## config.mk

```make
export PLATFORM = sky130hd
export DESIGN_NAME = rx_irq_flag_ctrl
export DESIGN_NICKNAME = d
export VERILOG_FILES = /design/src/rtl/rxif_pkg.sv /design/src/rtl/rxif_rst_sync.sv /design/src/rtl/rxif_buffer.sv /design/src/rtl/rxif_flag.sv /design/src/rtl/rxif_enables.sv /design/src/rtl/rxif_req.sv /design/src/rtl/rx_irq_flag_ctrl.sv
export SDC_FILE = /design/constraint.sdc
export NUM_CORES = 1
export LEC_CHECK = 0
export CAP_MARGIN = 10
export CORE_AREA = 5 5 42 44
export DETAILED_ROUTE_END_ITERATION = 10
export DIE_AREA = 0 0 47 49
export DONT_BUFFER_PORTS = 1
export PLACE_DENSITY = 0.67
export SLEW_MARGIN = 25
export SYNTH_ARGS = -nofsm -noshare
export SYNTH_HDL_FRONTEND = slang
export SYNTH_HIERARCHICAL = 1
export SYNTH_SLANG_ARGS = --single-unit
```

## constraint.sdc

```tcl
create_clock -name clk -period 0.8 [get_ports clk]
set_clock_uncertainty 0.2 [all_clocks]
set_input_delay 0.08 -clock clk [delete_from_list [all_inputs] [get_ports clk]]
set_output_delay 0.08 -clock clk [all_outputs]
set_load 0.01 [all_outputs]
```

## src/rtl/rxif_pkg.sv

```systemverilog
package rxif_pkg;
  localparam int unsigned RXIF_DATA_W = 8;
  localparam int unsigned RXIF_SYNC_STAGES = 2;

  typedef struct packed {
    logic set_ev;
    logic clr_ev;
    logic sw_rst;
  } flag_evt_t;
endpackage

```

## src/rtl/rxif_rst_sync.sv

```systemverilog
module rxif_rst_sync #(
  parameter int unsigned STAGES = 2
) (
  input  logic clk,
  input  logic rst_n,
  output logic rst_sync_n
);
  logic [STAGES-1:0] chain_q;

  generate
    for (genvar s = 0; s < STAGES; s++) begin : g_stage
      always_ff @(posedge clk or negedge rst_n) begin
        if (!rst_n) begin
          chain_q[s] <= 1'b0;
        end else begin
          if (s == 0) chain_q[s] <= 1'b1;
          else        chain_q[s] <= chain_q[(s == 0) ? 0 : s-1];
        end
      end
    end
  endgenerate

  assign rst_sync_n = chain_q[STAGES-1];
endmodule

```

## src/rtl/rxif_buffer.sv

```systemverilog
module rxif_buffer #(
  parameter int unsigned DATA_W = 8
) (
  input  logic              clk,
  input  logic              rst_n,
  input  logic              load_en,
  input  logic [DATA_W-1:0] load_data,
  output logic [DATA_W-1:0] buf_q
);
  logic [DATA_W-1:0] buf_d;

  always_comb begin
    buf_d = buf_q;
    if (load_en) buf_d = load_data;
  end

  always_ff @(posedge clk or negedge rst_n) begin
    if (!rst_n) buf_q <= '0;
    else        buf_q <= buf_d;
  end
endmodule

```

## src/rtl/rxif_flag.sv

```systemverilog
module rxif_flag
  import rxif_pkg::*;
(
  input  logic      clk,
  input  logic      rst_n,
  input  flag_evt_t evt,
  output logic      flag_d,
  output logic      flag_q
);
  always_comb begin
    flag_d = flag_q;
    if (evt.sw_rst)      flag_d = 1'b0;
    else if (evt.set_ev) flag_d = 1'b1;
    else if (evt.clr_ev) flag_d = 1'b0;
  end

  always_ff @(posedge clk or negedge rst_n) begin
    if (!rst_n) flag_q <= 1'b0;
    else        flag_q <= flag_d;
  end
endmodule

```

## src/rtl/rxif_enables.sv

```systemverilog
module rxif_enables (
  input  logic clk,
  input  logic rst_n,
  input  logic sw_rst,
  input  logic ie_wr,
  input  logic ie_wdata,
  input  logic gie_set,
  input  logic gie_clr,
  input  logic svc_start,
  output logic ie_d,
  output logic gie_d,
  output logic ie_q,
  output logic gie_q
);
  always_comb begin
    ie_d = ie_q;
    if (sw_rst)     ie_d = 1'b0;
    else if (ie_wr) ie_d = ie_wdata;

    gie_d = gie_q;
    if (svc_start)    gie_d = 1'b0;
    else if (gie_set) gie_d = 1'b1;
    else if (gie_clr) gie_d = 1'b0;
  end

  always_ff @(posedge clk or negedge rst_n) begin
    if (!rst_n) begin
      ie_q  <= 1'b0;
      gie_q <= 1'b0;
    end else begin
      ie_q  <= ie_d;
      gie_q <= gie_d;
    end
  end
endmodule

```

## src/rtl/rxif_req.sv

```systemverilog
module rxif_req (
  input  logic clk,
  input  logic rst_n,
  input  logic flag_d,
  input  logic ie_d,
  input  logic gie_d,
  input  logic prio_ok,
  output logic req_q
);
  logic req_d;

  always_comb req_d = flag_d & ie_d & gie_d & prio_ok;

  always_ff @(posedge clk or negedge rst_n) begin
    if (!rst_n) req_q <= 1'b0;
    else        req_q <= req_d;
  end
endmodule

```

## src/rtl/rx_irq_flag_ctrl.sv

```systemverilog
module rx_irq_flag_ctrl
  import rxif_pkg::*;
#(
  parameter int unsigned DATA_W      = RXIF_DATA_W,
  parameter int unsigned SYNC_STAGES = RXIF_SYNC_STAGES
) (
  input  logic              clk,
  input  logic              rst_n,
  input  logic              swrst,
  input  logic              master_mode,
  input  logic              char_rcvd,
  input  logic [DATA_W-1:0] rx_data,
  input  logic              mst_ovr,
  input  logic              buf_rd,
  output logic [DATA_W-1:0] rd_data,
  input  logic              ie_wr,
  input  logic              ie_wdata,
  input  logic              gie_set,
  input  logic              gie_clr,
  input  logic              prio_ok,
  input  logic              irq_ack,
  output logic              irq_req,
  output logic              flag,
  output logic              ie,
  output logic              gie
);
  logic      rst_sync_n;
  logic      load_en;
  flag_evt_t evt;
  logic      flag_d, ie_d, gie_d;

  rxif_rst_sync #(.STAGES(SYNC_STAGES)) u_rst (
    .clk(clk), .rst_n(rst_n), .rst_sync_n(rst_sync_n)
  );

  always_comb begin
    load_en    = char_rcvd & ~swrst;
    evt.sw_rst = swrst;
    evt.set_ev = char_rcvd | (mst_ovr & master_mode);
    evt.clr_ev = buf_rd | irq_ack;
  end

  rxif_buffer #(.DATA_W(DATA_W)) u_buf (
    .clk(clk), .rst_n(rst_sync_n), .load_en(load_en),
    .load_data(rx_data), .buf_q(rd_data)
  );

  rxif_flag u_flag (
    .clk(clk), .rst_n(rst_sync_n), .evt(evt),
    .flag_d(flag_d), .flag_q(flag)
  );

  rxif_enables u_en (
    .clk(clk), .rst_n(rst_sync_n), .sw_rst(swrst),
    .ie_wr(ie_wr), .ie_wdata(ie_wdata),
    .gie_set(gie_set), .gie_clr(gie_clr), .svc_start(irq_ack),
    .ie_d(ie_d), .gie_d(gie_d), .ie_q(ie), .gie_q(gie)
  );

  rxif_req u_req (
    .clk(clk), .rst_n(rst_sync_n), .flag_d(flag_d), .ie_d(ie_d),
    .gie_d(gie_d), .prio_ok(prio_ok), .req_q(irq_req)
  );
endmodule

```

==> results_dict.tcl <==
set metrics [dict create \
    synthCells 36 \
    min_to "u_en/gie_q" \
    synth_fp_nets 57 \
    ios 33 \
    postPlaceCellArea_sq_um 694 \
    syn_area_sq_um 566 \
    grt_pass1_vias 414 \
    min-delay-start "irq_ack" \
    ys_types 13 \
    max_freq_mhz 930 \
    gp_congestion 0.706 \
    drtIter0Drc 3 \
    cts.sinks 14 \
    crit_fanout 2 \
    vias_per_cell 4.87 \
    required_ps 520 \
    hold_viol_final 26 \
    dp_hpwl_um 958 \
    cp_cell_sequence "buf_6" \
    cp.arrival_ps 800 \
    drive_above_1_share 0.537 \
    grt_max_degree 9 \
    r2r_slack_ps -250 \
    dieWidth_um 47 \
    num_antenna_cells 0 \
    fin_crit_sh 1.34 \
    yosys_warnings 6 \
    dieArea_sq_um 2300 \
    numCtsBuffers 3 \
    whs_ps -334 \
    r2r_cells 3 \
    cts_tree "yes" \
    antenna_left 0 \
    tns_ps -5120 \
    setup_viol 24 \
    clkLatencyLatePin_ps 260 \
    htreeDepth 1 \
    clk_path_buf_depth 2 \
    grt_setup_unrepaired "true" \
    violations "hold timing, setup timing" \
    final_nets 77 \
    rows 14 \
    synth_edf_count 0 \
    yosysTopAreaCell "dfrtp_1" \
    postCtsHoldBufs 1 \
    p_leak_uw 0.000381 \
    crit_buf_inv 1 \
    fin_area_sq_um 776 \
    cap_viol_max_count 0 \
    routed_wl_um 1180 \
    die_h_um 49 \
    port_buffers 0 \
    synth_seq_area_share 0.619 \
    status "finished, violations left" \
    irDropWorstVdd_mv 1.12 \
    regToRegStartpoint "u_en/gie_q" \
    vias 341 \
    final_util 0.554 \
    worstSetupEndpointType "output pin" \
    r2r-end "u_req/req_q" \
    period_minus_slack_ps 1080 \
    synth.most_common_cell "dfrtp_1" \
    start_util 0.404 \
    ys.flop_type "dfrtp_1" \
    hold_depth 1 \
    synth_area_per_cell_sq_um 15.7 \
    synth.area.top_cells "dfrtp_1 (62%), mux2_4 (21%), a21oi_2 (3.1%)" \
    antenna_found_initial 0 \
    hold_path_class "input pin to flop" \
    dr.pass1.iters 2 \
    synth_top_area_frac 0.619 \
    worst_slack_ps -275 \
    maxSlewViolCount 0 \
    clkTransAtPathRegs_ps 70 \
    grt_usage 0.114 \
    crit_path_start_kind "flop" \
    core_sq_um 1400 \
    async_reset_ff_frac 1.00 \
    drc_errors 0 \
    cts_root_buf "clkbuf_4" \
    slowest_stage "dfrtp_1" \
    synth_common_cells "dfrtp_1 (14), mux2_4 (8), a21oi_2 (2), inv_1 (2), nand2b_1 (2)" \
    p_per_area_nw_per_um2 2030 \
    cp_top_family "flip-flops" \
    pre_cts_ws_ps -265 \
    synth-seq-cells 14 \
    grt_overflow 0 \
    worst-setup-path-type "flop to output pin" \
    grt_pass1_wl_um 1860 \
    max_stage_delay_ps 400 \
    wl_per_cell_um 16.8 \
    syn2layout_area_growth_pct 37.2 \
]
==> worst reg2reg max path, stage by stage (launching register included) <==
cell and delay, ps:
dfrtp_1 400, nand2b_1 100, a21oi_2 60, and4_1 190
==> sequential cells by signal (all words and copies together), names as in the netlist <==
signal,cells
u_rst/rst_sync_n,1
u_en/gie_q,1
u_flag/flag_q,1
u_en/ie_q,1
u_buf/buf_q,8
u_rst/chain_q,1
u_req/req_q,1
==> through the flow <==
| stage | total power, uW | cells |
|---|---|---|
| 2_1_floorplan | 1010 | 36 |
| 3_3_place_gp | 1140 | 65 |
| 3_5_place_dp | 1160 | 65 |
| 4_1_cts | 1600 | 69 |
| 5_1_grt | 1660 | 70 |
| 6_report | 1570 | 70 |
==> cells in the final DEF (no fill, tap or decap) <==
cell and n:
buf_12 1, or2_1 1, buf_4 3, mux2_4 8, dlygate4sd3_1 1, nor2_1 1, clkbuf_4 3, mux2i_1 1
nor2b_2 1, conb_1 1, inv_1 2, dfrtp_1 14, a21o_1 1, nand2b_1 2, and4_1 1, buf_6 11
a21oi_2 2
==> what timing repair did <==
item,in CTS,in global routing
pin swaps,1,2
gates resized for setup,11,0
hold endpoints to repair,26,18
gates cloned,0,0
setup buffers,0,1
endpoints found under the setup margin,24,24
==> how the worst max path moves through the flow <==
stage,startpoint,endpoint,cells after the start
2_1_floorplan,u_en/gie_q,u_req/req_q,3
3_3_place_gp,irq_ack,u_req/req_q,4
3_5_place_dp,irq_ack,u_req/req_q,4
4_1_cts,u_en/gie_q,gie,1
5_1_grt,u_flag/flag_q,flag,1
6_report,u_en/gie_q,gie,1
==> routing by layer <==
layer  routed length [um]  up-vias  global-route usage  part of all wire
met5                    0        -                   0                 0
met4                    6        0              0.0415            0.0051
met3                  174        2              0.0627              0.15
met2                  627       23               0.195              0.53
met1                  369      160               0.108              0.31
li1                     -      156                   -                 -
==> cells by family after synthesis <==
kind of cell	count (synthesis)	synth area share
compound gates	3	0.0443
simple gates	6	0.0664
buf+inv	3	0.0332
other cells	1	0.00663
flops	14	0.619
mux	9	0.230
==> area by class of cell <==
class	instances	area, sq um
sequential	14	350
fill	132	626
multi-input combinational	19	199
inverter	2	7.51
tap	16	20.0
clock buffer	3	22.5
timing repair buffer	16	176
==> power by group <==
part	switching [uW]	internal (uW)	total, uW
clock network	195	174	369
registers	54.5	782	837
logic	121	246	367
total	370	1200	1570
Power figures use the tool's default switching activity.
